[src/rtl/mbox_pkg.sv]
package mbox_pkg;
  localparam int REG_W       = 32;
  localparam int FIELD_W     = 30;
  localparam int ALIGN_W     = 4;
  localparam int MBOX_ADDR_W = 2 * FIELD_W + ALIGN_W;

  typedef enum logic [2:0] {
    ST_IDLE,
    ST_HI_WAIT,
    ST_HI_ACKED,
    ST_BUSY,
    ST_COMPL
  } mbState_e;

  typedef struct packed {
    logic latchHi;
    logic issueLo;
  } mbStrobe_t;
endpackage

[src/rtl/mbox_ctrl.sv]
module mbox_ctrl
  import mbox_pkg::*;
#(
  parameter int ACK_DELAY = 4
) (
  input  logic      clk,
  input  logic      rstN,
  input  logic      wrEn,
  input  logic      wrHi,
  input  logic      engineDone,
  output mbStrobe_t strobe,
  output logic      ready,
  output logic      hiHeld,
  output logic      protoErr,
  output logic      complWrite
);
  localparam int CNT_W = (ACK_DELAY < 2) ? 1 : $clog2(ACK_DELAY);
  localparam logic [CNT_W-1:0] CNT_LOAD = CNT_W'(ACK_DELAY - 1);

  mbState_e state, stateNext;
  logic [CNT_W-1:0] ackCnt;
  logic hiWrite, loWrite, acceptHi, acceptLo, badWrite;

  assign hiWrite  = wrEn & wrHi;
  assign loWrite  = wrEn & ~wrHi;
  assign acceptHi = hiWrite & (state == ST_IDLE);
  assign acceptLo = loWrite & (state == ST_HI_ACKED);
  assign badWrite = (hiWrite & ~acceptHi) | (loWrite & ~acceptLo);

  assign strobe.latchHi = acceptHi;
  assign strobe.issueLo = acceptLo;

  assign ready  = (state == ST_IDLE) || (state == ST_HI_ACKED);
  assign hiHeld = (state == ST_HI_WAIT) || (state == ST_HI_ACKED);

  always_comb begin
    stateNext = state;
    unique case (state)
      ST_IDLE:     if (acceptHi) stateNext = ST_HI_WAIT;
      ST_HI_WAIT:  if (ackCnt == '0) stateNext = ST_HI_ACKED;
      ST_HI_ACKED: if (acceptLo) stateNext = ST_BUSY;
      ST_BUSY:     if (engineDone) stateNext = ST_COMPL;
      ST_COMPL:    stateNext = ST_IDLE;
      default:     stateNext = ST_IDLE;
    endcase
  end

  always_ff @(posedge clk) begin
    if (!rstN) begin
      state      <= ST_IDLE;
      ackCnt     <= '0;
      protoErr   <= 1'b0;
      complWrite <= 1'b0;
    end else begin
      state      <= stateNext;
      complWrite <= (state == ST_BUSY) && engineDone;
      if (acceptHi) ackCnt <= CNT_LOAD;
      else if (state == ST_HI_WAIT && ackCnt != '0) ackCnt <= ackCnt - 1'b1;
      if (badWrite) protoErr <= 1'b1;
    end
  end


  err_sticky_chk: assert property (@(posedge clk) disable iff (!rstN)
    protoErr |=> protoErr);


  compl_then_ready_chk: assert property (@(posedge clk) disable iff (!rstN)
    complWrite |=> ready);


  ready_rise_cause_chk: assert property (@(posedge clk) disable iff (!rstN)
    ($rose(ready) && !hiHeld) |-> $past(complWrite));


  single_compl_chk: assert property (@(posedge clk) disable iff (!rstN)
    complWrite |=> !complWrite);
endmodule

[src/rtl/mbox_data.sv]
module mbox_data
  import mbox_pkg::*;
(
  input  logic                   clk,
  input  logic                   rstN,
  input  mbStrobe_t              strobe,
  input  logic [FIELD_W-1:0]     wrField,
  output logic                   issueValid,
  output logic [MBOX_ADDR_W-1:0] issueAddr
);
  logic [FIELD_W-1:0] hiHalf;

  always_ff @(posedge clk) begin
    if (!rstN) begin
      hiHalf     <= '0;
      issueValid <= 1'b0;
      issueAddr  <= '0;
    end else begin
      issueValid <= strobe.issueLo;
      if (strobe.latchHi) hiHalf <= wrField;
      if (strobe.issueLo) issueAddr <= {hiHalf, wrField, {ALIGN_W{1'b0}}};
    end
  end


  issue_pulse_chk: assert property (@(posedge clk) disable iff (!rstN)
    issueValid |=> !issueValid);


  addr_hold_chk: assert property (@(posedge clk) disable iff (!rstN)
    !strobe.issueLo |=> $stable(issueAddr));


  addr_aligned_chk: assert property (@(posedge clk) disable iff (!rstN)
    issueValid |-> (issueAddr[ALIGN_W-1:0] == '0));
endmodule

[src/rtl/mbox_doorbell.sv]
module mbox_doorbell
  import mbox_pkg::*;
#(
  parameter int ACK_DELAY = 4
) (
  input  logic        clk,
  input  logic        rstN,
  input  logic        wrEn,
  input  logic [31:0] wrData,
  output logic [31:0] rdData,
  output logic        issueValid,
  output logic [63:0] issueAddr,
  input  logic        engineDone,
  output logic        complWrite
);
  mbStrobe_t strobe;
  logic ready, hiHeld, protoErr;

  mbox_ctrl #(.ACK_DELAY(ACK_DELAY)) i_ctrl (
    .clk(clk), .rstN(rstN), .wrEn(wrEn), .wrHi(wrData[1]),
    .engineDone(engineDone), .strobe(strobe), .ready(ready),
    .hiHeld(hiHeld), .protoErr(protoErr), .complWrite(complWrite)
  );

  mbox_data i_data (
    .clk(clk), .rstN(rstN), .strobe(strobe), .wrField(wrData[31:2]),
    .issueValid(issueValid), .issueAddr(issueAddr)
  );

  assign rdData = {{(REG_W-3){1'b0}}, protoErr, hiHeld, ready};


  busy_not_ready_chk: assert property (@(posedge clk) disable iff (!rstN)
    issueValid |-> !rdData[0]);
endmodule

[config.mk]
export PLATFORM = sky130hd
export DESIGN_NAME = mbox_doorbell
export DESIGN_NICKNAME = d
export VERILOG_FILES = /design/src/rtl/mbox_pkg.sv /design/src/rtl/mbox_ctrl.sv /design/src/rtl/mbox_data.sv /design/src/rtl/mbox_doorbell.sv
export SDC_FILE = /design/constraint.sdc
export NUM_CORES = 1
export LEC_CHECK = 0
export ABC_AREA = 1
export BUFFER_PORTS_ARGS = -buffer_cell sky130_fd_sc_hd__buf_4
export CAP_MARGIN = 0
export CORE_MARGIN = 3
export CORE_UTILIZATION = 28
export CTS_CLUSTER_SIZE = 12
export DETAILED_ROUTE_END_ITERATION = 8
export SYNTH_ARGS = -nofsm -noshare
export SYNTH_HDL_FRONTEND = slang
export SYNTH_SLANG_ARGS = --single-unit
[constraint.sdc]
create_clock -name clk -period 1.2 [get_ports clk]
set_input_delay 0.24 -clock clk [delete_from_list [all_inputs] [get_ports clk]]
set_output_delay 0.24 -clock clk [all_outputs]
set_load 0.01 [all_outputs]
==> results of run 1 <==
-- power by group --
| group | switching (W) | internal (W) |
|---|---|---|
| sequential | 0.000228 | 0.00374 |
| combinational | 0.00136 | 0.00125 |
| clock | 0.00118 | 0.00189 |
-- cell usage in the layout (no fill, tap or decap) --
| cell | instances |
|---|---|
| a21oi_1 | 56 |
| a21oi_2 | 5 |
| buf_12 | 9 |
| buf_4 | 110 |
| buf_6 | 7 |
| bufinv_16 | 1 |
| clkbuf_16 | 15 |
| clkbuf_8 | 5 |
| conb_1 | 33 |
| dfxtp_1 | 95 |
| dfxtp_2 | 1 |
| dfxtp_4 | 2 |
| ha_1 | 1 |
| inv_1 | 44 |
| inv_2 | 3 |
| nand2_1 | 14 |
| nand2_2 | 2 |
| nand2_4 | 1 |
| nand3_1 | 3 |
| nand3_2 | 1 |
| nand4_2 | 1 |
| nor2_1 | 55 |
| nor2_2 | 8 |
| nor2_4 | 4 |
| nor3_1 | 1 |
| nor4_1 | 2 |
| o211ai_1 | 1 |
| o21ai_0 | 46 |
| o21ai_1 | 31 |
| o21ai_2 | 16 |
| o21ai_4 | 1 |
-- state kept, by name, summed over array words and instances (netlist names) --
signal,count
i_data.issueValid,1
i_ctrl.protoErr,1
i_data.hiHalf,30
i_ctrl.complWrite,1
i_ctrl.ackCnt,2
i_data.issueAddr,60
i_ctrl.state,3
-- worst max path at each step --
stage,from,to,slack [ns],cells past startpoint
floorplan,i_ctrl.state[2],i_data.issueAddr[10],0.003,7
global placement,i_ctrl.state[1],i_data.issueAddr[45],-0.1,7
detailed placement,i_ctrl.state[1],i_data.issueAddr[45],-0.13,7
CTS,i_ctrl.state[1],rdData[1],-0.26,6
global route,i_ctrl.state[1],i_data.issueAddr[37],-0.30,9
finish,i_ctrl.state[1],rdData[1],-0.24,6
-- critical path, cell delays in order, from the launching register on --
cell and delay [ns]:
dfxtp_4 0.37, inv_2 0.04, nor2_4 0.08, nand2_2 0.06, buf_4 0.14, nand2_4 0.06, buf_6 0.09
-- timing repair --
action | CTS | global route
cloned | 0 | 9
endpoints found under the setup margin | 96 | 98
setup buffers | 1 | 4
hold buffers | 0 | 0
pin swaps | 0 | 8
gates resized for setup | 48 | 43
-- cell type report --
cell class                 instances  area, um2  share of cell area [%]
clock buffer                      14      294.0                   5.482
clock inverter                     1      30.03                  0.5598
inverter                          47      176.4                   3.289
multi-input combinational        282       1443                   26.90
sequential                        98       1971                   36.74
tap                              172      215.2                   4.012
timing repair buffer             132       1235                   23.02
-- routing by layer --
metal,vias to the layer above,global-route usage [%],share of wire [%]
li1,1642,-,-
met1,1501,14.53,46
met2,98,19.31,46
met3,13,3.636,6.8
met4,0,6.799,1.8
met5,-,0,0
-- metrics by stage --
stage               utilization, %  setup TNS (ns)  hold WS [ns]
floorplan                        -               0        0.3745
finish                       41.99          -12.31        0.1166
detailed placement           36.43          -6.635        0.4413
CTS                          39.47          -13.29        0.1072
global placement             36.43          -6.118        0.4368
global route                 41.99          -20.68        0.1074
-- kinds of logic after synthesis --
family                     after synthesis  synth area share [%]
AOI/OAI and AO/OA                      156                 21.13
adders and majority gates                1                0.3376
buffers and inverters                  111                 15.29
DFF                                     98                 52.94
other                                    1                0.1012
and+or+nand+nor                         92                 10.20
==> impl_metrics.yaml, run 1 <==
clock_tree:
  root_buffer: "clkbuf_16"
  clock_path_buffers: 2
  cts_buffers: 9
  cts_max_level: 3
  cts_tree: "yes"
  path_clk_slew_ns: 0.06
  clkLatencyLatePin_ns: 0.35
  numClockSinks: 98
pwr:
  power_density_nw_per_um2: 1799
  p_leak_nw: 2.422
  power.total_w: 0.009648
  ir_drop_uv: 824.1
detailed_routing:
  drt_wl_total_mm: 9.859
  via_per_inst: 4.362
  drtIter0Drc: 123
  first_pass_iters: 4
  drc_errors: 0
  vias: 3254
  wl_per_cell_um: 13.22
  final_antenna_net_count: 0
finish:
  fillers: 1287
  antenna_cells: 0
  area_growth_pct: 44.73
  instances_no_fill: 746
  nets: 607
  fin_area_um2: 5364
  drive_gt1_share_pct: 33.45
sta:
  finalCritPeriodShare_pct: 119.8
  clock_skew_ns: 0.004405
  setup_ws_ns: -0.2379
  rsz0062_at_grt: "true"
  timing.fmax_ghz: 0.6955
  min_period_ns: 1.438
  finalSetupViolCount: 93
  finalHoldViolations: 0
  maxSlewViolCount: 0
floorplanning:
  rows: 41
  start_util_pct: 29.01
  design.die.area_um2: 14650
  chipWidth_um: 121.0
  io_pins: 134
  core_area_um2: 12770
  die_y_um: 121.0
place:
  io_buffers: 99
  dp_hpwl_mm: 6.028
  globalplace.congestion: 0.7078
  placed_cells: 717
  post_dp_cell_area_um2: 4653
  pre_cts_slack_ns: -0.1284
logic_synthesis:
  synth-async-reset-ratio_pct: 0
  seq_area_frac_synth_pct: 52.94
  synthCells: 459
  ys.flop_type: "dfxtp_1"
  yosysMostFrequentCell: "dfxtp_1"
  avgSynthCellArea_um2: 8.074
  synth_top_area_share_pct: 52.94
  synth_edf_count: 0
  ys_warn_count: 0
  syn-cell-area_um2: 3706
  synth_cell_types: 20
  yosysTopAreaCell: "dfxtp_1"
  yosys-top-cells-area: "dfxtp_1 (53%), o21ai_0 (12%), a21oi_1 (8.2%)"
  ys_seq_elements: 98
  synth_common_cells: "dfxtp_1 (98), o21ai_0 (89), nor2_1 (64), a21oi_1 (61), inv_1 (45)"
grt:
  grtUsageTotal_pct: 12.12
  grt_pass1_vias: 2984
  antenna_found_initial: 0
  grt_max_degree: 47
  overflow: 0
  grt_pass1_wl_mm: 14.06
setup_path:
  required_ns: 0.96
  r2r_setup_slack_ns: -0.22
  path_max_fanout: 3
  timing.rr.start: "i_ctrl.state[1]"
  r2r_cells: 9
  rr_endpoint: "i_data.issueAddr[43]"
  worstSetupStartpointType: "register"
  end_kind: "primary output"
  cp.arrival_ns: 1.20
  worstSetupPathType: "register to primary output"
hold_path:
  hold_class: "primary input to register"
  holdCritStartpoint: "wrData[11]"
  holdPathStages: 3
  hold_end: "i_data.issueAddr[13]"
status:
  violations: "setup timing"
  status: "finished, violations left"
job:
  maxCapViolCount: 0
No activity file was read; power rests on OpenSTA's default activity.
==> run 2: changes to the inputs <==
CORE_UTILIZATION = 44   (was 28)
PLACE_DENSITY = 0.75   (was default)
==> run 2 against run 1 <==
  * Power shrank 12%
  * Critical path type unchanged
  * Largest cell class unchanged
  * The flow still finishes with violations (setup timing)
  * Wire length shrank 7.5%
  * Maximum frequency shrank 2.7%
  * Core utilization grew 22 points
  * Sequential share of layout area grew 1.9 points
  * Sequential power is essentially flat
==> impl_metrics.yaml, run 2 (same netlist as run 1, synthesis figures left out) <==
status:
  status: "finished, violations left"
  violations: "setup timing"
clock_tree:
  cts_tree: "yes"
  root_buffer: "clkbuf_8"
  numClockSinks: 98
  path_clk_slew_ns: 0.10
  cts_max_level: 3
  clock_path_buffers: 2
  cts_buffers: 9
  clkLatencyLatePin_ns: 0.35
detailed_routing:
  final_antenna_net_count: 0
  via_per_inst: 4.840
  drtIter0Drc: 90
  first_pass_iters: 6
  drc_errors: 0
  drt_wl_total_mm: 9.119
  vias: 3272
  wl_per_cell_um: 13.49
sta:
  maxSlewViolCount: 0
  timing.fmax_ghz: 0.6769
  min_period_ns: 1.477
  finalHoldViolations: 0
  clock_skew_ns: 0.01229
  rsz0062_at_grt: "true"
  finalSetupViolCount: 97
  setup_ws_ns: -0.2773
  finalCritPeriodShare_pct: 123.1
setup_path:
  r2r_setup_slack_ns: -0.25
  required_ns: 0.96
  cp_slowest_cell: "dfxtp_4"
  cp-startpoint: "i_ctrl.state[1]"
  cp-endpoint: "rdData[1]"
  worstSetupPathType: "register to primary output"
  critPathMaxStageDelay_ns: 0.38
  path_max_fanout: 3
  r2r_cells: 10
  worstSetupStartpointType: "register"
  crit_chain: "inv_2 -> nor2_4 -> nand2_2 -> buf_4 -> nand2_4 -> buf_6"
  end_kind: "primary output"
  cp.arrival_ns: 1.24
  rr_endpoint: "i_data.issueAddr[8]"
  timing.rr.start: "i_ctrl.state[1]"
pwr:
  power.total_w: 0.008530
  p_leak_nw: 2.318
  ir_drop_uv: 857.3
  power_density_nw_per_um2: 1675
finish:
  top_regs: "i_data.issueAddr x60, i_data.hiHalf x30, i_ctrl.state x3"
  antenna_cells: 0
  nets: 606
  drive_gt1_share_pct: 35.54
  postLayoutCoreUtil_pct: 63.93
  largest-register: "i_data.issueAddr"
  final_cell_mix: "buf_4 (115), dfxtp_1 (96), a21oi_1 (54), o21ai_0 (46), inv_1 (42)"
  largest_register_ffs: 60
  final_common_cell: "buf_4"
  area_growth_pct: 37.44
place:
  pre_cts_slack_ns: -0.1597
  io_buffers: 99
  dp_hpwl_mm: 5.654
  globalplace.congestion: 0.8092
floorplanning:
  start_util_pct: 46.51
  io_pins: 134
  design.die.area_um2: 9560
  core_area_um2: 7968
  die_y_um: 97.78
  rows: 32
  chipWidth_um: 97.78
job:
  maxCapViolCount: 0
grt:
  grt_pass1_vias: 3163
  antenna_found_initial: 0
  grtUsageTotal_pct: 18.60
  overflow: 0
  grt_max_degree: 46
  grt_pass1_wl_mm: 14.78
hold_path:
  hold_class: "primary input to register"
## run 2: cell count changes in the layout (fill, tap and decap cells not counted), sizes merged
cell	before	now
buf	126	130
clkinv	0	3
clkbuf	20	12
clkinvlp	0	2
bufinv	1	0
## run 2: metrics by stage
step | instances | area (um2) | TNS [ns] | hold WS [ns]
finish | 676 | 5094 | -16.82 | 0.1114
floorplan | 491 | 3830 | 0 | 0.3745
detailed placement | 646 | 4546 | -7.789 | 0.4411
CTS | 675 | 5000 | -15.15 | 0.1041
global route | 676 | 5094 | -27.26 | 0.1079
global placement | 646 | 4546 | -5.496 | 0.4341
## run 2: power by group
group,internal (W),total [W],switching (W)
Combinational,0.00130,0.00269,0.00139
Sequential,0.00373,0.00397,0.000233
Clock,0.000767,0.00187,0.00111
## run 2: how the worst min path moves through the flow
stage                                 from                    to  cells past startpoint
final                           wrData[27]  i_data.issueAddr[29]                      3
after global routing            wrData[27]  i_data.issueAddr[29]                      3
after CTS                       wrData[13]  i_data.issueAddr[15]                      3
after detailed placement  i_data.hiHalf[9]      i_data.hiHalf[9]                      2
after global placement    i_data.hiHalf[4]  i_data.issueAddr[38]                      2
after floorplan                  wrData[2]   i_data.issueAddr[4]                      2
## run 2: layout make-up
class / instances / area [um2]
tap: 102 / 127.6
multi-input combinational: 282 / 1458
inverter: 47 / 181.4
clock buffer: 11 / 131.4
fill: 694 / 2874
clock inverter: 5 / 41.29
timing repair buffer: 131 / 1185
sequential: 98 / 1969
## run 2: what timing repair did
action / 4_1_cts / 5_1_grt
hold buffers: 0 / 0
pin swaps: 1 / 4
cloned: 3 / 1
gates resized for setup: 61 / 48
endpoints found under the setup margin: 96 / 98
setup buffers: 10 / 2
## run 2: layer usage
layer  GRT usage, %  vias up  wire length [um]
met5              0        -                 0
met4          7.561        0               174
met3          4.714       15               524
met2          31.63      102              4542
met1          22.50     1516              3878
li1               -     1639                 -
## run 2: worst max-delay path: cells and delay by family, from the launching register on
family | cells | cell delay, ns
buffers and inverters | 3 | 0.29
flip-flops | 1 | 0.38
AND/OR/NAND/NOR | 3 | 0.23
